`src/rtl/swd_pkg.sv`:
```
package swd_pkg;

  // Progress of the undriven-line probe.
  typedef enum logic [1:0] {
    PRB_UNSURE   = 2'd0,  // nothing proven yet, or line seen driven
    PRB_LOW_SEEN = 2'd1,  // one clean pull-down phase seen
    PRB_FLOATING = 2'd2   // clean down and up phases seen: line undriven
  } probe_state_t;

  // Length of the pull-up slice of a pattern period.
  function automatic int unsigned up_slice(input int unsigned period,
                                           input int unsigned div);
    return period / div;
  endfunction

endpackage

```
`src/rtl/swd_sync_edge.sv`:
```
module swd_sync_edge #(
  parameter int unsigned STAGES = 2
) (
  input  logic clk,
  input  logic rst,
  input  logic pin,
  output logic level,
  output logic kick
);

  logic [STAGES-1:0] chain_q;
  logic              prev_q;

  // Flop chain into the clock domain; bit 0 samples the pad.
  always_ff @(posedge clk) begin
    if (rst) begin
      chain_q <= '0;
      prev_q  <= 1'b0;
    end else begin
      chain_q <= {chain_q[STAGES-2:0], pin};
      prev_q  <= chain_q[STAGES-1];
    end
  end

  assign level = chain_q[STAGES-1];
  // A change between consecutive synchronised samples is a kick.
  assign kick  = chain_q[STAGES-1] ^ prev_q;

endmodule

```
`src/rtl/swd_timeout.sv`:
```
module swd_timeout #(
  parameter int unsigned TICKS = 1024
) (
  input  logic clk,
  input  logic rst,
  input  logic hold,
  input  logic kick,
  output logic expired
);

  localparam int unsigned CW = $clog2(TICKS);
  localparam logic [CW-1:0] LIMIT = CW'(TICKS - 1);

  logic [CW-1:0] cnt_q;

  always_ff @(posedge clk) begin
    if (rst || hold) begin
      cnt_q   <= '0;
      expired <= 1'b0;
    end else if (kick) begin
      cnt_q   <= '0;
      expired <= 1'b0;
    end else if (cnt_q == LIMIT) begin
      expired <= 1'b1;       // sticky until the next kick or hold
    end else begin
      cnt_q   <= cnt_q + 1'b1;
    end
  end

endmodule

```
`src/rtl/swd_float_probe.sv`:
```
module swd_float_probe
  import swd_pkg::*;
#(
  parameter int unsigned PERIOD = 1024,
  parameter int unsigned DIV    = 8,
  parameter int unsigned GUARD  = 3
) (
  input  logic clk,
  input  logic rst,
  input  logic sensed,
  output logic pull_up,
  output logic floating
);

  localparam int unsigned UP_LEN = up_slice(PERIOD, DIV);
  localparam int unsigned DN_LEN = PERIOD - UP_LEN;
  localparam int unsigned PW     = $clog2(PERIOD);
  localparam logic [PW-1:0] DN_END   = PW'(DN_LEN - 1);
  localparam logic [PW-1:0] UP_END   = PW'(PERIOD - 1);
  localparam logic [PW-1:0] DN_CMP   = PW'(GUARD);
  localparam logic [PW-1:0] UP_CMP   = PW'(DN_LEN + GUARD);

  logic [PW-1:0] pos_q;
  probe_state_t  state_q;
  logic          clean_q;
  logic          cmp_en, mismatch, end_dn, end_up;

  assign end_dn   = (pos_q == DN_END);
  assign end_up   = (pos_q == UP_END);
  assign cmp_en   = pull_up ? (pos_q >= UP_CMP) : (pos_q >= DN_CMP);
  assign mismatch = cmp_en && (sensed != pull_up);

  // Free-running pattern position and registered pull direction.
  always_ff @(posedge clk) begin
    if (rst) begin
      pos_q   <= '0;
      pull_up <= 1'b0;
    end else begin
      pos_q <= end_up ? '0 : pos_q + 1'b1;
      if (end_dn)      pull_up <= 1'b1;
      else if (end_up) pull_up <= 1'b0;
    end
  end

  // Per-phase cleanliness and the driven/undriven verdict.
  always_ff @(posedge clk) begin
    if (rst) begin
      state_q <= PRB_UNSURE;
      clean_q <= 1'b1;
    end else begin
      clean_q <= (end_dn || end_up) ? 1'b1 : (clean_q & ~mismatch);
      if (mismatch)
        state_q <= PRB_UNSURE;
      else if (end_dn && clean_q && state_q == PRB_UNSURE)
        state_q <= PRB_LOW_SEEN;
      else if (end_up && clean_q && state_q == PRB_LOW_SEEN)
        state_q <= PRB_FLOATING;
    end
  end

  assign floating = (state_q == PRB_FLOATING);

endmodule

```
`src/rtl/strobe_watchdog.sv`:
```
module strobe_watchdog #(
  parameter int unsigned TIMEOUT_TICKS = 1024,
  parameter int unsigned SYNC_STAGES   = 2,
  parameter int unsigned PULL_DIV      = 8
) (
  input  logic clk,
  input  logic rst,
  input  logic strobe_pin,
  input  logic sys_in_reset,
  input  logic supply_good,
  output logic wdog_n,
  output logic pull_up_en
);

  localparam int unsigned GUARD_TICKS = SYNC_STAGES + 1;

  logic level, kick, floating, expired;

  swd_sync_edge #(.STAGES(SYNC_STAGES)) u_sync (
    .clk   (clk),
    .rst   (rst),
    .pin   (strobe_pin),
    .level (level),
    .kick  (kick)
  );

  swd_timeout #(.TICKS(TIMEOUT_TICKS)) u_timer (
    .clk     (clk),
    .rst     (rst),
    .hold    (sys_in_reset | floating),
    .kick    (kick),
    .expired (expired)
  );

  swd_float_probe #(
    .PERIOD (TIMEOUT_TICKS),
    .DIV    (PULL_DIV),
    .GUARD  (GUARD_TICKS)
  ) u_probe (
    .clk      (clk),
    .rst      (rst),
    .sensed   (level),
    .pull_up  (pull_up_en),
    .floating (floating)
  );

  always_ff @(posedge clk) begin
    if (rst) wdog_n <= 1'b1;
    else     wdog_n <= supply_good & ~expired;
  end

endmodule

```
`config.mk`:
```
export PLATFORM = sky130hd
export DESIGN_NAME = strobe_watchdog
export DESIGN_NICKNAME = d
export VERILOG_FILES = /design/src/rtl/swd_pkg.sv /design/src/rtl/swd_sync_edge.sv /design/src/rtl/swd_timeout.sv /design/src/rtl/swd_float_probe.sv /design/src/rtl/strobe_watchdog.sv
export SDC_FILE = /design/constraint.sdc
export NUM_CORES = 1
export LEC_CHECK = 0
export ABC_AREA = 1
export BUFFER_PORTS_ARGS = -buffer_cell sky130_fd_sc_hd__clkbuf_2
export CORE_MARGIN = 5
export CORE_UTILIZATION = 63
export CTS_BUF_LIST = sky130_fd_sc_hd__clkbuf_16
export DETAILED_ROUTE_END_ITERATION = 8
export PLACE_DENSITY = 0.82
export SYNTH_ARGS = -nofsm -noshare
export SYNTH_HDL_FRONTEND = slang
export SYNTH_SLANG_ARGS = --single-unit
```
`constraint.sdc`:
```
create_clock -name clk -period 2.2 [get_ports clk]
set_input_delay 0.11 -clock clk [delete_from_list [all_inputs] [get_ports clk]]
set_output_delay 0.11 -clock clk [all_outputs]
set_load 0.02 [all_outputs]
```
==> impl_metrics.tcl, run 1 <==
set metrics [dict create \
    synth_seq_cells 29 \
    p_sw_mw 0.229 \
    overflow 0 \
    insertion_delay_ps 270 \
    crit_top_cell "nand2_1" \
    grt_pass1_vias 1223 \
    yosys.area.top_type_share_pct 43.5 \
    yosysSeqAreaShare_pct 43.5 \
    die_w_um 56.0 \
    antenna_cells 0 \
    cp_slowest_cell "dfxtp_1" \
    hold_viol 0 \
    num-nets-final 206 \
    drtIter0Drc 35 \
    htreeDepth 2 \
    syn_nets 193 \
    tightest_slew_ps 345 \
    synth_common_cells "nand2_1 (43), nor2_1 (34), dfxtp_1 (29)" \
    r2r_setup_slack_ps 840 \
    routed_wl_mm 2.64 \
    synth_warnings 0 \
    worstPathArrival_ps 1550 \
    final_layout_size_suffix_gt1_share_pct 10.1 \
    coreArea_mm2 0.00198 \
    crit_chain "ha_1 > or2_2 > nor2_1 > nand2_1 > nand2_1 > nand2_1 > a21oi_1" \
    criticalPathCategory "reg2reg" \
    cts_root_buf "clkbuf_16" \
    grt.total_usage_pct 18.8 \
    skew_ps 3.09 \
    multi_input_area_um2 656 \
    die_y_um 56.0 \
    fin_hold_ws_ps 39.2 \
    maxSlewHeadroom_pct 76.9 \
    clock-sinks 29 \
    fin_ws_ps 845 \
    gp_congestion 0.840 \
    die-area_mm2 0.00314 \
    max_stage_delay_ps 320 \
    synth.most_common_cell "nand2_1" \
    place_ws_ps 868 \
    setup_viol 0 \
    drc 0 \
    grt_pass1_wl_mm 4.70 \
    synth_cell_types 23 \
    avgRoutedWirePerCell_um 11.7 \
    slew_viol_final 0 \
    p_comb_share_pct 3.6 \
    fin_setup_tns_ps 0 \
    avgSynthCellArea_um2 7.17 \
    async_reset_ff_share_pct 0 \
    cellInternalPower_mw 0.954 \
    rows 16 \
    crit_required_ps 2390 \
    fill_cells 151 \
    p_per_area_mw_per_mm2 773 \
    cts_buffer_depth 2 \
    synth_flop_cell "dfxtp_1" \
    hp-class "in2reg" \
    static-leakage-power_nw 0.681 \
    p_seq_share_pct 45.9 \
    floorplan.initialDensity_pct 67.3 \
    cts_hold_buf 0 \
    clockPowerShare_pct 50.4 \
    worstPathMaxFanout 3 \
    hpwl_mm 1.90 \
    synth_edf_count 0 \
    start_kind "flop" \
    grt_setup_unrepaired "false" \
    antenna_found_initial 0 \
    maxCapViolations 0 \
    cts_setup_buffers 0 \
    max_freq_mhz 738 \
    area_growth_pct 14.7 \
    avgViaCountPerCell 5.26 \
    syn_area_mm2 0.00133 \
    p_sw_share_pct 19.4 \
    status "finished, final reports clean" \
    synth_area_leaders "dfxtp_1 (44%), nand2_1 (12%), nor2_1 (9.6%)" \
    yosysTopAreaCell "dfxtp_1" \
    port-buffer-count 6 \
    totalPowerFinal_mw 1.18 \
    vdd_ir_drop_max_v 0.000727 \
    post-route-util_pct 77.2 \
    cp-end-kind "flop" \
    syn_inst 186 \
    detail-route-antenna-nets 0 \
    cts_resized 0 \
    pin_count 7 \
    drt-pass1-iter-count 4 \
    grt_max_degree 9 \
    tritoncts "yes" \
    cts_buffers 5 \
    regArea_um2 581 \
    cts.clk_slew.worst_paths_ps 50 \
    vias 1189 \
    fin_crit_ps 1360 \
    period_share_pct 61.6 \
]
-- kinds of logic (layout without fill, tap and decap cells) --
family | count (synthesis) | after routing | share of synthesized area, %
AND/OR/NAND/NOR | 108 | 108 | 37.0
flip-flops | 29 | 29 | 43.5
AO/OA/AOI/OAI | 14 | 14 | 5.72
adder cells (fa/ha/maj) | 2 | 2 | 1.88
XOR/XNOR | 7 | 7 | 4.60
buffers and inverters | 26 | 39 | 7.32
-- registers in the layout, summed over array words and instances, names as in the netlist --
| name | count |
|---|---|
| u_sync.prev_q | 1 |
| wdog_n | 1 |
| u_sync.chain_q | 2 |
| u_probe.pull_up | 1 |
| u_timer.expired | 1 |
| u_probe.pos_q | 10 |
| u_probe.clean_q | 1 |
| u_timer.cnt_q | 10 |
| u_probe.state_q | 2 |
-- through the flow --
| step | cell area [um^2] | cells |
|---|---|---|
| floorplan | 1330 | 186 |
| global placement | 1400 | 219 |
| CTS | 1530 | 226 |
| global route | 1530 | 226 |
| detailed placement | 1400 | 219 |
| finish | 1530 | 226 |
-- critical path, delay by kind of cell (launching register included) --
kind,cells,cell delay (ps)
adders and majority gates,1,210
DFF,1,320
AOI/OAI and AO/OA,1,120
and+or+nand+nor,5,640
-- power groups by stage --
stage / Clock [mW] / Sequential, mW / Combinational (mW)
4_1_cts: 0.609 / 0.543 / 0.0433
3_3_place_gp: 0 / 0.552 / 0.0413
3_5_place_dp: 0 / 0.553 / 0.0424
2_1_floorplan: 0 / 0.553 / 0.0298
6_report: 0.597 / 0.543 / 0.0430
5_1_grt: 0.639 / 0.544 / 0.0503
-- worst paths after layout --
path | end | depth (start not counted) | start
setup reg to reg | u_probe.state_q[0]$_SDFFE_PP0P_ | 7 | u_probe.pos_q[0]$_SDFF_PP0_
hold reg to reg | u_sync.chain_q[1]$_SDFF_PP0_ | 2 | u_sync.chain_q[0]$_SDFF_PP0_
setup / recovery | u_probe.state_q[0]$_SDFFE_PP0P_ | 7 | u_probe.pos_q[0]$_SDFF_PP0_
hold / removal | wdog_n$_SDFF_PP1_ | 3 | supply_good
-- per-layer routing --
layer  track usage [%]  vias up  routed length [um]
met4              10.5        0                  40
met1              19.0      548                1080
met2              34.2       31                1420
met3              5.10        5                 101
met5                 0        -                   0
li1                  -      605                   -
-- cell usage in the layout (no fill, tap or decap), drive strengths merged --
cell type  count
inv           27
nand2         44
ha             2
clkinv         1
nor3b          1
nor3           1
xnor2          3
nand4          4
or2            2
o21bai         2
nor2          38
nand3         16
dfxtp         29
o21ai          2
xor2           4
nand3b         2
a31oi          1
clkbuf        11
a21oi          9
-- area by class of cell --
class                   count  share of cell area (%)
multi-input cells         131                    42.8
flip-flops and latches     29                    37.9
clock buffers               5                    8.18
inverters                  26                    6.38
well taps                  27                    2.21
repair buffers              6                    1.96
clock inverters             2                   0.491
No activity file was read; power rests on OpenSTA's default activity.
==> run 2: changes to the inputs <==
- CORE_UTILIZATION: 63 -> 58
- PLACE_DENSITY: 0.82 -> 0.76
- clock period: 2.2 -> 1.35 ns (I/O delays scaled with it)
==> run 2 against run 1 <==
Clock skew up 3.1 ps. Combinational power grew 85%. Worst setup slack lost 770 ps.
==> impl_metrics.tcl, run 2 (synthesis gave the netlist of run 1 again) <==
set metrics [dict create \
    p_per_area_mw_per_mm2 1210 \
    criticalPathCategory "reg2reg" \
    setup_viol 0 \
    hpwl_mm 1.91 \
    gp_congestion 0.816 \
    hp-class "in2reg" \
    reg_top3 "u_probe.pos_q x10, u_timer.cnt_q x10" \
    maxSlewHeadroom_pct 81.8 \
    post-route-util_pct 72.9 \
    rows 17 \
    fin_crit_ps 1280 \
    worstPathArrival_ps 1480 \
    cts.clk_slew.worst_paths_ps 50 \
    cp-startpoint "u_probe.pos_q[0]$_SDFF_PP0_" \
    crit_chain "ha_2 > or2_2 > nor2_2 > nand2_1 > nand2_2 > nand2_2 > a21oi_2" \
    start_kind "flop" \
    crit_family "simple AND/OR/NAND/NOR gates" \
    fin_ws_ps 72.6 \
    fill_cells 175 \
    final_cell_mix "nand2_1 (40), nor2_1 (32), inv_1 (27)" \
    drt-met1-wl_mm 1.04 \
    drc 0 \
    fin_setup_tns_ps 0 \
    antenna_found_initial 0 \
    static-leakage-power_nw 0.697 \
    multi_input_area_um2 704 \
    port-buffer-count 6 \
    clock-sinks 29 \
    regArea_um2 588 \
    final_common_cell "nand2_1" \
    status "finished, final reports clean" \
    slew_viol_final 0 \
    vias 1173 \
    avgRoutedWirePerCell_um 11.0 \
    placed_cells 221 \
    die_w_um 58.0 \
    tightest_slew_ps 272 \
    grt_max_degree 9 \
    vdd_ir_drop_max_v 0.00120 \
    period_share_pct 94.6 \
    insertion_delay_ps 270 \
    cts_buffer_depth 2 \
    rr_startpoint "u_probe.pos_q[0]$_SDFF_PP0_" \
    floorplan.initialDensity_pct 60.3 \
    cts_root_buf "clkbuf_16" \
    antenna_cells 0 \
    skew_ps 6.22 \
    cp-end-kind "flop" \
    area_growth_pct 20.9 \
    routed_wl_mm 2.53 \
    drt-pass1-iter-count 4 \
    die_y_um 58.0 \
    place_ws_ps 3.61 \
    cts_buffers 5 \
    final_area_mm2 0.00161 \
    num-nets-final 209 \
    coreArea_mm2 0.00221 \
    detail-route-antenna-nets 0 \
    drtIter0Drc 39 \
    pin_count 7 \
    max_stage_delay_ps 320 \
    crit_required_ps 1550 \
    final_layout_size_suffix_gt1_share_pct 16.8 \
    grt_pass1_wl_mm 4.37 \
    htreeDepth 2 \
    postPlaceCellArea_mm2 0.00141 \
    max_freq_mhz 783 \
    route.met2.wl_mm 1.34 \
    top_layer_used "met4" \
    crit_top_cell "nand2_2" \
    cp_slowest_cell "dfxtp_2" \
    grt.total_usage_pct 17.2 \
    hp-start "strobe_pin" \
    worstPathMaxFanout 3 \
    cp_num_buf_inv 0 \
    maxCapViolations 0 \
    overflow 0 \
    die-area_mm2 0.00336 \
    wl_met3_um 79 \
    avgViaCountPerCell 5.10 \
    totalPowerFinal_mw 1.95 \
    hold_viol 0 \
    tritoncts "yes" \
    grt_pass1_vias 1066 \
    layout.cells.non_filler 230 \
    fin_hold_ws_ps 26.3 \
]
==> run 2: cell count changes in the layout (fill, tap and decap cells not counted), moves of 3 or more <==
cell and change:
dfxtp_2 +3, dfxtp_1 -4, nand2_1 -3, nand2_2 +3
==> run 2: where the power goes <==
group | leakage (nW) | switching [mW] | internal (mW) | total, mW
sequential | 0.237 | 0.0117 | 0.875 | 0.887
clock | 0.0685 | 0.327 | 0.653 | 0.980
combinational | 0.391 | 0.0480 | 0.0316 | 0.0795
==> run 2: timing repair <==
action | 4_1_cts | 5_1_grt
gates resized for setup | 1 | 16
setup endpoints to repair | 1 | 23
hold buffers | 1 | 0
buffers inserted | 0 | 1
pin swaps | 0 | 2
cloned | 0 | 0
endpoints found under the hold margin | 1 | 0
==> run 2: final timing paths <==
kind / end / slack [ps] / cells after the start
setup / recovery: u_probe.state_q[0]$_SDFFE_PP0P_ / 70 / 7
hold / removal: u_sync.chain_q[0]$_SDFF_PP0_ / 30 / 3
setup reg to reg: u_probe.state_q[0]$_SDFFE_PP0P_ / 70 / 7
hold reg to reg: u_sync.chain_q[1]$_SDFF_PP0_ / 400 / 2
==> run 2: cell type report <==
class                      count  area share (%)
timing repair buffer           9            3.41
clock buffer                   5            7.76
multi-input combinational    131            43.7
inverter                      26            6.05
tap                           28            2.17
sequential                    29            36.5
clock inverter                 2           0.465
==> run 2: worst min-delay path, delay by kind of cell <==
kind	cells	cell delay, ps
buf+inv	2	140
simple gates	1	50
==> run 2: routing by layer <==
layer,global-route usage [%],up-vias
met1,16.8,526
met4,10.6,0
met2,30.0,22
met5,0,-
met3,7.13,10
li1,-,615
